<file path="config.mk">
export PLATFORM = sky130hd
export DESIGN_NAME = bank_seq
export DESIGN_NICKNAME = d
export VERILOG_FILES = /design/src/rtl/bank_seq_pkg.sv /design/src/rtl/bank_seq_ctrl.sv /design/src/rtl/bank_seq_lanes.sv /design/src/rtl/bank_seq_merge.sv /design/src/rtl/bank_seq.sv
export SDC_FILE = /design/constraint.sdc
export NUM_CORES = 1
export LEC_CHECK = 0
export ABC_AREA = 0
export CAP_MARGIN = 5
export CORE_UTILIZATION = 42
export DETAILED_ROUTE_END_ITERATION = 7
export PLACE_DENSITY_LB_ADDON = 0.12
export REMOVE_ABC_BUFFERS = 1
export SLEW_MARGIN = 5
export SYNTH_ARGS = -nofsm -noshare
export SYNTH_HDL_FRONTEND = slang
export SYNTH_SLANG_ARGS = --single-unit
export TNS_END_PERCENT = 100
</file>
<file path="constraint.sdc">
create_clock -name clk -period 2.05 [get_ports clk]
set_input_delay 0.615 -clock clk [delete_from_list [all_inputs] [get_ports clk]]
set_output_delay 0.615 -clock clk [all_outputs]
set_load 0.02 [all_outputs]
</file>
<file path="src/rtl/bank_seq_pkg.sv">
package bank_seq_pkg;

  typedef enum logic [1:0] {
    ST_IDLE   = 2'd0,
    ST_FIRST  = 2'd1,
    ST_SECOND = 2'd2
  } seq_state_e;

endpackage

</file>
<file path="src/rtl/bank_seq_ctrl.sv">
module bank_seq_ctrl
  import bank_seq_pkg::*;
#(
  parameter int ADDR_W = 20,
  parameter int DATA_W = 16
) (
  input  logic              clk,
  input  logic              rst_n,
  input  logic              req_valid,
  input  logic              req_write,
  input  logic              req_word,
  input  logic [ADDR_W-1:0] req_addr,
  input  logic [DATA_W-1:0] req_wdata,
  input  logic              mem_ready,
  output logic              cyc,
  output logic              phase2,
  output logic              lat_write,
  output logic              lat_word,
  output logic [ADDR_W-1:0] lat_addr,
  output logic [DATA_W-1:0] lat_wdata,
  output logic              beat_ok,
  output logic              final_beat,
  output logic              done
);

  seq_state_e state;

  // named events for the assertions
  logic accept;
  logic split;

  assign accept     = (state == ST_IDLE) && req_valid;
  assign split      = lat_word && lat_addr[0];
  assign cyc        = (state != ST_IDLE);
  assign phase2     = (state == ST_SECOND);
  assign beat_ok    = cyc && mem_ready;
  assign final_beat = beat_ok && (phase2 || !split);

  always_ff @(posedge clk or negedge rst_n) begin
    if (!rst_n) begin
      state     <= ST_IDLE;
      lat_write <= 1'b0;
      lat_word  <= 1'b0;
      lat_addr  <= '0;
      lat_wdata <= '0;
      done      <= 1'b0;
    end else begin
      done <= final_beat;
      unique case (state)
        ST_IDLE: begin
          if (accept) begin
            lat_write <= req_write;
            lat_word  <= req_word;
            lat_addr  <= req_addr;
            lat_wdata <= req_wdata;
            state     <= ST_FIRST;
          end
        end
        ST_FIRST: begin
          if (beat_ok) state <= split ? ST_SECOND : ST_IDLE;
        end
        ST_SECOND: begin
          if (beat_ok) state <= ST_IDLE;
        end
        default: state <= ST_IDLE;
      endcase
    end
  end

  // a request seen while busy leaves the captured request alone
  p_busy_ignore_r9: assert property (@(posedge clk) disable iff (!rst_n)
    (cyc && req_valid) |=> ($stable(lat_addr) && $stable(lat_word)
                            && $stable(lat_write) && $stable(lat_wdata)));

  // completion is a single-clock pulse
  p_done_single_r8: assert property (@(posedge clk) disable iff (!rst_n)
    done |=> !done);

  // completion only follows a ready edge during a bus cycle
  p_done_after_ready_r8: assert property (@(posedge clk) disable iff (!rst_n)
    done |-> $past(cyc && mem_ready));

  // a finished first half of an odd word is followed by a second cycle
  p_split_continues_r4: assert property (@(posedge clk) disable iff (!rst_n)
    (beat_ok && !phase2 && lat_word && lat_addr[0]) |=> (cyc && phase2 && !done));

  // any other first cycle ends the request
  p_single_beat_r3: assert property (@(posedge clk) disable iff (!rst_n)
    (beat_ok && !phase2 && !(lat_word && lat_addr[0])) |=> (done && !cyc));

endmodule

</file>
<file path="src/rtl/bank_seq_lanes.sv">
module bank_seq_lanes #(
  parameter int ADDR_W = 20,
  parameter int LANE_W = 8
) (
  input  logic                clk,
  input  logic                rst_n,
  input  logic                cyc,
  input  logic                phase2,
  input  logic                lat_write,
  input  logic                lat_word,
  input  logic [ADDR_W-1:0]   lat_addr,
  input  logic [2*LANE_W-1:0] lat_wdata,
  output logic                bus_we,
  output logic [ADDR_W-1:0]   bus_addr,
  output logic                bus_bhe_n,
  output logic [2*LANE_W-1:0] bus_wdata
);

  localparam int DATA_W = 2 * LANE_W;

  // address of the current bus cycle; the second half of a split word
  // moves to the following byte address
  function automatic logic [ADDR_W-1:0] cycle_addr(
    input logic [ADDR_W-1:0] base, input logic second);
    return second ? (base + ADDR_W'(1)) : base;
  endfunction

  // high bank is disabled on the second half and on even byte accesses
  function automatic logic hi_disable(
    input logic word, input logic a0, input logic second);
    return second || (!word && !a0);
  endfunction

  // place write bytes on the lane of the bank being used
  function automatic logic [DATA_W-1:0] steer(
    input logic word, input logic a0, input logic second,
    input logic [DATA_W-1:0] wd);
    if (second)       return {{LANE_W{1'b0}}, wd[DATA_W-1:LANE_W]};
    if (word && !a0)  return wd;
    if (a0)           return {wd[LANE_W-1:0], {LANE_W{1'b0}}};
    return {{LANE_W{1'b0}}, wd[LANE_W-1:0]};
  endfunction

  always_comb begin
    if (cyc) begin
      bus_we    = lat_write;
      bus_addr  = cycle_addr(lat_addr, phase2);
      bus_bhe_n = hi_disable(lat_word, lat_addr[0], phase2);
      bus_wdata = lat_write ? steer(lat_word, lat_addr[0], phase2, lat_wdata)
                            : '0;
    end else begin
      bus_we    = 1'b0;
      bus_addr  = '0;
      bus_bhe_n = 1'b1;
      bus_wdata = '0;
    end
  end

  // even byte keeps the high bank off
  p_even_byte_r1: assert property (@(posedge clk) disable iff (!rst_n)
    (cyc && !lat_word && !bus_addr[0]) |-> bus_bhe_n);

  // odd byte turns the high bank on
  p_odd_byte_r2: assert property (@(posedge clk) disable iff (!rst_n)
    (cyc && !lat_word && bus_addr[0]) |-> !bus_bhe_n);

  // aligned word uses both banks at an even address
  p_even_word_r3: assert property (@(posedge clk) disable iff (!rst_n)
    (cyc && lat_word && !lat_addr[0]) |-> (!bus_bhe_n && !bus_addr[0]));

  // second half is an even-bank cycle at the next address
  p_second_half_r4: assert property (@(posedge clk) disable iff (!rst_n)
    $rose(phase2) |-> (bus_bhe_n && !bus_addr[0]
                       && bus_addr == $past(bus_addr) + ADDR_W'(1)));

  // an odd-address write cycle carries the request's low byte up high
  p_odd_write_lane_r7: assert property (@(posedge clk) disable iff (!rst_n)
    (cyc && bus_we && bus_addr[0])
      |-> (bus_wdata[DATA_W-1:LANE_W] == lat_wdata[LANE_W-1:0]
           && bus_wdata[LANE_W-1:0] == '0));

endmodule

</file>
<file path="src/rtl/bank_seq_merge.sv">
module bank_seq_merge #(
  parameter int LANE_W = 8
) (
  input  logic                clk,
  input  logic                rst_n,
  input  logic                beat_ok,
  input  logic                final_beat,
  input  logic                phase2,
  input  logic                lat_write,
  input  logic                lat_word,
  input  logic                lat_a0,
  input  logic [2*LANE_W-1:0] mem_rdata,
  output logic [2*LANE_W-1:0] rd_data
);

  localparam int DATA_W = 2 * LANE_W;

  logic [LANE_W-1:0] lo_hold;
  logic              rd_beat;

  assign rd_beat = beat_ok && !lat_write;

  // byte from the bank selected by address bit 0
  function automatic logic [LANE_W-1:0] pick_lane(
    input logic [DATA_W-1:0] d, input logic a0);
    return a0 ? d[DATA_W-1:LANE_W] : d[LANE_W-1:0];
  endfunction

  function automatic logic [DATA_W-1:0] assemble(
    input logic word, input logic a0, input logic second,
    input logic [LANE_W-1:0] held, input logic [DATA_W-1:0] d);
    if (second) return {d[LANE_W-1:0], held};
    if (word)   return d;
    return {{LANE_W{1'b0}}, pick_lane(d, a0)};
  endfunction

  always_ff @(posedge clk or negedge rst_n) begin
    if (!rst_n) begin
      lo_hold <= '0;
      rd_data <= '0;
    end else if (rd_beat) begin
      if (!final_beat) lo_hold <= pick_lane(mem_rdata, 1'b1);
      else             rd_data <= assemble(lat_word, lat_a0, phase2, lo_hold, mem_rdata);
    end
  end

  // split read joins the held odd-bank byte under the even-bank byte
  p_split_join_r6: assert property (@(posedge clk) disable iff (!rst_n)
    (rd_beat && final_beat && phase2)
      |=> (rd_data[LANE_W-1:0] == $past(lo_hold)
           && rd_data[DATA_W-1:LANE_W] == $past(mem_rdata[LANE_W-1:0])));

  // byte reads are zero-extended
  p_byte_zero_ext_r6: assert property (@(posedge clk) disable iff (!rst_n)
    (rd_beat && final_beat && !lat_word) |=> (rd_data[DATA_W-1:LANE_W] == '0));

endmodule

</file>
<file path="src/rtl/bank_seq.sv">
module bank_seq #(
  parameter int ADDR_W = 20,
  parameter int LANE_W = 8
) (
  input  logic                clk,
  input  logic                rst_n,
  input  logic                req_valid,
  input  logic                req_write,
  input  logic                req_word,
  input  logic [ADDR_W-1:0]   req_addr,
  input  logic [2*LANE_W-1:0] req_wdata,
  input  logic                mem_ready,
  input  logic [2*LANE_W-1:0] mem_rdata,
  output logic                bus_cyc,
  output logic                bus_we,
  output logic [ADDR_W-1:0]   bus_addr,
  output logic                bus_bhe_n,
  output logic [2*LANE_W-1:0] bus_wdata,
  output logic [2*LANE_W-1:0] rd_data,
  output logic                done
);

  localparam int DATA_W = 2 * LANE_W;

  logic              phase2;
  logic              lat_write;
  logic              lat_word;
  logic [ADDR_W-1:0] lat_addr;
  logic [DATA_W-1:0] lat_wdata;
  logic              beat_ok;
  logic              final_beat;

  bank_seq_ctrl #(.ADDR_W(ADDR_W), .DATA_W(DATA_W)) u_ctrl (
    .clk        (clk),
    .rst_n      (rst_n),
    .req_valid  (req_valid),
    .req_write  (req_write),
    .req_word   (req_word),
    .req_addr   (req_addr),
    .req_wdata  (req_wdata),
    .mem_ready  (mem_ready),
    .cyc        (bus_cyc),
    .phase2     (phase2),
    .lat_write  (lat_write),
    .lat_word   (lat_word),
    .lat_addr   (lat_addr),
    .lat_wdata  (lat_wdata),
    .beat_ok    (beat_ok),
    .final_beat (final_beat),
    .done       (done)
  );

  bank_seq_lanes #(.ADDR_W(ADDR_W), .LANE_W(LANE_W)) u_lanes (
    .clk       (clk),
    .rst_n     (rst_n),
    .cyc       (bus_cyc),
    .phase2    (phase2),
    .lat_write (lat_write),
    .lat_word  (lat_word),
    .lat_addr  (lat_addr),
    .lat_wdata (lat_wdata),
    .bus_we    (bus_we),
    .bus_addr  (bus_addr),
    .bus_bhe_n (bus_bhe_n),
    .bus_wdata (bus_wdata)
  );

  bank_seq_merge #(.LANE_W(LANE_W)) u_merge (
    .clk        (clk),
    .rst_n      (rst_n),
    .beat_ok    (beat_ok),
    .final_beat (final_beat),
    .phase2     (phase2),
    .lat_write  (lat_write),
    .lat_word   (lat_word),
    .lat_a0     (lat_addr[0]),
    .mem_rdata  (mem_rdata),
    .rd_data    (rd_data)
  );

  // a cycle without ready keeps the bus frozen
  p_wait_hold_r5: assert property (@(posedge clk) disable iff (!rst_n)
    (bus_cyc && !mem_ready)
      |=> (bus_cyc && $stable(bus_addr) && $stable(bus_bhe_n)
           && $stable(bus_wdata) && $stable(bus_we)));

  // reset values at the ports
  always_comb begin
    if (!rst_n) begin
      p_reset_idle_r10: assert (!bus_cyc && !done && bus_bhe_n && !bus_we);
    end
  end

endmodule

</file>
==> summary.txt <==
Cells and area
  – Antenna cells: 0
  – Share of the core filled with cells in the final layout: 0.728
  – Final #Nets: between 500 and 600
  – Area Growth Syn to Fin: 64.6%
  – Fill cell total of the finished layout: 597
  – Ratio of cells with drive above 1 in the final layout: 0.428

Setup path
  – Critical path type: reg -> out
  – Delay contributed by the slowest stage of the critical path: 0.39 ns
  – Highest fanout seen on the critical path: 5
  – Endpoint required time on the critical path: approximately 1.4 ns
  – CP max-delay cell: sky130_fd_sc_hd__dfrtp_1
  – Worst-path cell chain: nand4_1 > or2_4 > buf_6 > nor4_4 > mux2i_1 > buf_4
  – Top cell family by delay on the critical path: simple AND/OR/NAND/NOR gates
  – Buffers and inverters on the worst path: 2
  – Startpoint type of the worst setup path: register
  – Crit end category: output pin
  – Data arrival, critical path: 1.90 ns

Clock tree
  – Clock buffer count from CTS: 9
  – Skew-Pair Late Insertion Delay: 0.34 ns
  – Clock Pin Slew Worst Setup and Hold Paths: ~0.070 ns
  – CTS Root Buffer Type: sky130_fd_sc_hd__clkbuf_8
  – TritonCTS clock tree: yes
  – Longest Clk Path Bufs: 2
  – Total clock sinks: 65
  – Number of levels the H-tree was split into: 3

Routing
  – Wire length per cell: 16.5 um
  – Post-DRT Antenna Nets: 0
  – Detailed-route via count: 3270
  – Total detailed-routing wirelength: 10200 um
  – Detailed-router iteration count before antenna repair: 4
  – DRT iter0 DRCs: 91
  – Via/cell ratio: 5.27
  – Residual DRC: 0

Outcome
  – Failing checks: negative setup slack
  – Outcome: complete, but fails checks

Logic synthesis
  – Number of warning messages in the yosys log: 0
  – Sequential-to-total area share from yosys stat: 0.468
  – Fraction of synthesized cell area taken by the top area cell type: 0.468
  – Most instantiated library cell after synthesis: sky130_fd_sc_hd__dfrtp_1
  – Mean instance size in the synthesized netlist: about 10 um2
  – Cell area after synthesis: between 0.003 and 0.004 mm2
  – Number of register bits inferred by synthesis: 65
  – Netlist cell types: 42
  – Share of flip-flops with an asynchronous set or reset: 1.00
  – Cell count after synthesis: 337
  – Top flip-flop cell by instance count after synthesis: sky130_fd_sc_hd__dfrtp_1
  – Number of synthesized flops with an enable pin: 0
  – Most common library cells after synthesis: 65 x sky130_fd_sc_hd__dfrtp_1, 44 x sky130_fd_sc_hd__mux2_2, 33 x sky130_fd_sc_hd__nand2_1
  – Synth area leaders: sky130_fd_sc_hd__dfrtp_1 47%, sky130_fd_sc_hd__mux2_2 14%, sky130_fd_sc_hd__mux2i_1 3.7%
  – Largest area contributor in the netlist: sky130_fd_sc_hd__dfrtp_1

Floorplanning
  – Overall die height: 92.9 um
  – Core area: 0.00785 mm2
  – DIE AREA: between 0.008 and 0.009 mm2
  – Starting density of the core: 0.442
  – Die Span X: 92.9 um
  – I/O Pins: 114
  – Number of cell rows: 32

Power and ir drop
  – Leak Pwr: 2.61 nW
  – Worst IR Drop VDD: ~0.00068 V
  – Total power divided by cell area: 1330 mW/mm2
  – Total chip power: 0.00759 W

GRT
  – Wire length of the first global-routing pass: 16300 um
  – Maximum number of pins on one net before global-route repair: 66
  – Total congestion overflow: 0
  – Vias in the first global route: 3371
  – Antenna violations before repair: 0
  – Global-route total usage across every layer: 0.243

Timing
  – Peak Freq: 0.398 GHz
  – Worst Tran Pin Value: 0.359 ns
  – Slew Limit Fails: 0
  – Part of the cycle the worst path needs: 1.23
  – Clk_skew: between 0.008 and 0.009 ns
  – Unrepaired setup endpoints after global routing: yes
  – Hold Vio Cnt, Final: 0
  – Min setup slack post-route: -0.462 ns
  – Headroom to the max-slew limit: 0.761
  – Final number of setup-violating endpoints: 37
  – Tmin final: roughly 2.5 ns

Placement
  – GP Congestion: 0.815
  – Half-perimeter wire length after placement: 6540 um
  – Port buffer count: 113

Run
  – Max Cap Viol: 0

Worst hold path
  – Worst hold path class: in -> async
worst paths after layout:
kind	end	slack, ns	start	cells past startpoint
max in group asynchronous	u_ctrl.state[1]	1.47	rst_n	2
max	bus_addr[19]	-0.46	u_ctrl.lat_addr[0]	6
min reg2reg	u_merge.rd_data[10]	0.48	u_merge.rd_data[10]	2
min	u_ctrl.lat_addr[9]	0.28	rst_n	2
max reg2reg	u_merge.rd_data[3]	0.20	u_ctrl.lat_addr[0]	9
min in group clk	u_merge.rd_data[10]	0.48	u_merge.rd_data[10]	2
what timing repair did:
| item | CTS | global route |
|---|---|---|
| hold buffers | 0 | 0 |
| cloned | 1 | 0 |
| setup buffers | 14 | 6 |
| resized for setup | 237 | 37 |
| pin swaps | 15 | 17 |
| setup endpoints to repair | 39 | 38 |
cell families after synthesis:
family                   count (synthesis)  synth area share
buffers and inverters                   30            0.0400
flip-flops                              65             0.468
XOR/XNOR                                 6            0.0151
AO/OA/AOI/OAI                           70             0.132
AND/OR/NAND/NOR                        108             0.161
multiplexers                            57             0.180
adder cells (fa/ha/maj)                  1           0.00360
cells in the final DEF, fill, tap and decap left out, types with 2 or more instances in the layout:
master and instances:
sky130_fd_sc_hd__a211oi_1 8, sky130_fd_sc_hd__a21o_1 9, sky130_fd_sc_hd__a21oi_1 8, sky130_fd_sc_hd__a21oi_2 10
sky130_fd_sc_hd__a22o_1 3, sky130_fd_sc_hd__a22oi_1 2, sky130_fd_sc_hd__a22oi_2 6, sky130_fd_sc_hd__and3_1 9
sky130_fd_sc_hd__and4_4 2, sky130_fd_sc_hd__buf_12 8, sky130_fd_sc_hd__buf_2 9, sky130_fd_sc_hd__buf_4 81
sky130_fd_sc_hd__buf_6 18, sky130_fd_sc_hd__clkbuf_8 11, sky130_fd_sc_hd__clkdlybuf4s50_1 73, sky130_fd_sc_hd__clkinv_2 2
sky130_fd_sc_hd__dfrtp_1 64, sky130_fd_sc_hd__inv_1 6, sky130_fd_sc_hd__mux2_2 44, sky130_fd_sc_hd__mux2i_1 13
sky130_fd_sc_hd__nand2_1 29, sky130_fd_sc_hd__nand2_2 4, sky130_fd_sc_hd__nand2b_1 4, sky130_fd_sc_hd__nand2b_4 2
sky130_fd_sc_hd__nand3_1 4, sky130_fd_sc_hd__nand3b_1 8, sky130_fd_sc_hd__nand4_1 3, sky130_fd_sc_hd__nor2_1 24
sky130_fd_sc_hd__nor3_4 2, sky130_fd_sc_hd__nor4_4 2, sky130_fd_sc_hd__o211ai_1 2, sky130_fd_sc_hd__o21ai_0 11
sky130_fd_sc_hd__o31ai_1 4, sky130_fd_sc_hd__o41ai_2 2, sky130_fd_sc_hd__or4_1 2, sky130_fd_sc_hd__xnor2_1 4
final cells by class:
| cell class | instances | area (um2) | share of cell area |
|---|---|---|---|
| multi-input combinational | 242 | 1960 | 0.342 |
| timing repair buffer | 190 | 1780 | 0.311 |
| sequential | 65 | 1630 | 0.285 |
| clock buffer | 12 | 155 | 0.0272 |
| tap | 102 | 128 | 0.0223 |
| clock inverter | 3 | 40.0 | 0.00701 |
| inverter | 7 | 28.8 | 0.00504 |
report_power, final:
group	total [W]	leakage, nW	switching, W	internal (W)
combinational	0.00427	1.72	0.00204	0.00223
clock	0.00110	0.102	0.000485	0.000618
sequential	0.00222	0.784	0.000380	0.00184
worst reg2reg max path, cell delays in order (launching register included):
cell	delay, ns
sky130_fd_sc_hd__dfrtp_1	0.41
sky130_fd_sc_hd__buf_4	0.15
sky130_fd_sc_hd__buf_6	0.11
sky130_fd_sc_hd__buf_6	0.12
sky130_fd_sc_hd__buf_6	0.13
sky130_fd_sc_hd__nand3_1	0.16
sky130_fd_sc_hd__nand4b_1	0.18
sky130_fd_sc_hd__buf_12	0.20
sky130_fd_sc_hd__a211oi_1	0.22
sky130_fd_sc_hd__a21o_1	0.12
flip-flops by register name, summed over array words and instances (netlist names):
signal / cells
u_ctrl.lat_addr: 20
u_ctrl.lat_wdata: 16
u_merge.rd_data: 16
u_merge.lo_hold: 8
u_ctrl.state: 2
u_ctrl.done: 1
u_ctrl.lat_word: 1
u_ctrl.lat_write: 1
stage by stage:
step / setup WS, ns / hold slack [ns] / TNS, ns / cells / cell area [um2]
3_3_place_gp: -0.559 / 0.462 / -13.57 / 585 / 5100
6_report: -0.462 / 0.278 / -11.57 / 621 / 5710
3_5_place_dp: -0.594 / 0.467 / -14.15 / 585 / 5100
5_1_grt: -0.528 / 0.302 / -14.21 / 621 / 5710
2_1_floorplan: -0.516 / 0.319 / -17.86 / 314 / 3360
4_1_cts: -0.446 / 0.292 / -10.11 / 615 / 5530
layer usage:
metal / part of all wire / vias to the layer above / global-route usage
met5: 0 / - / 0
met4: 0.019 / 0 / 0.0859
met1: 0.44 / 1574 / 0.322
met3: 0.054 / 18 / 0.0525
met2: 0.48 / 109 / 0.393
li1: - / 1569 / -
No activity file was read; power rests on OpenSTA's default activity.
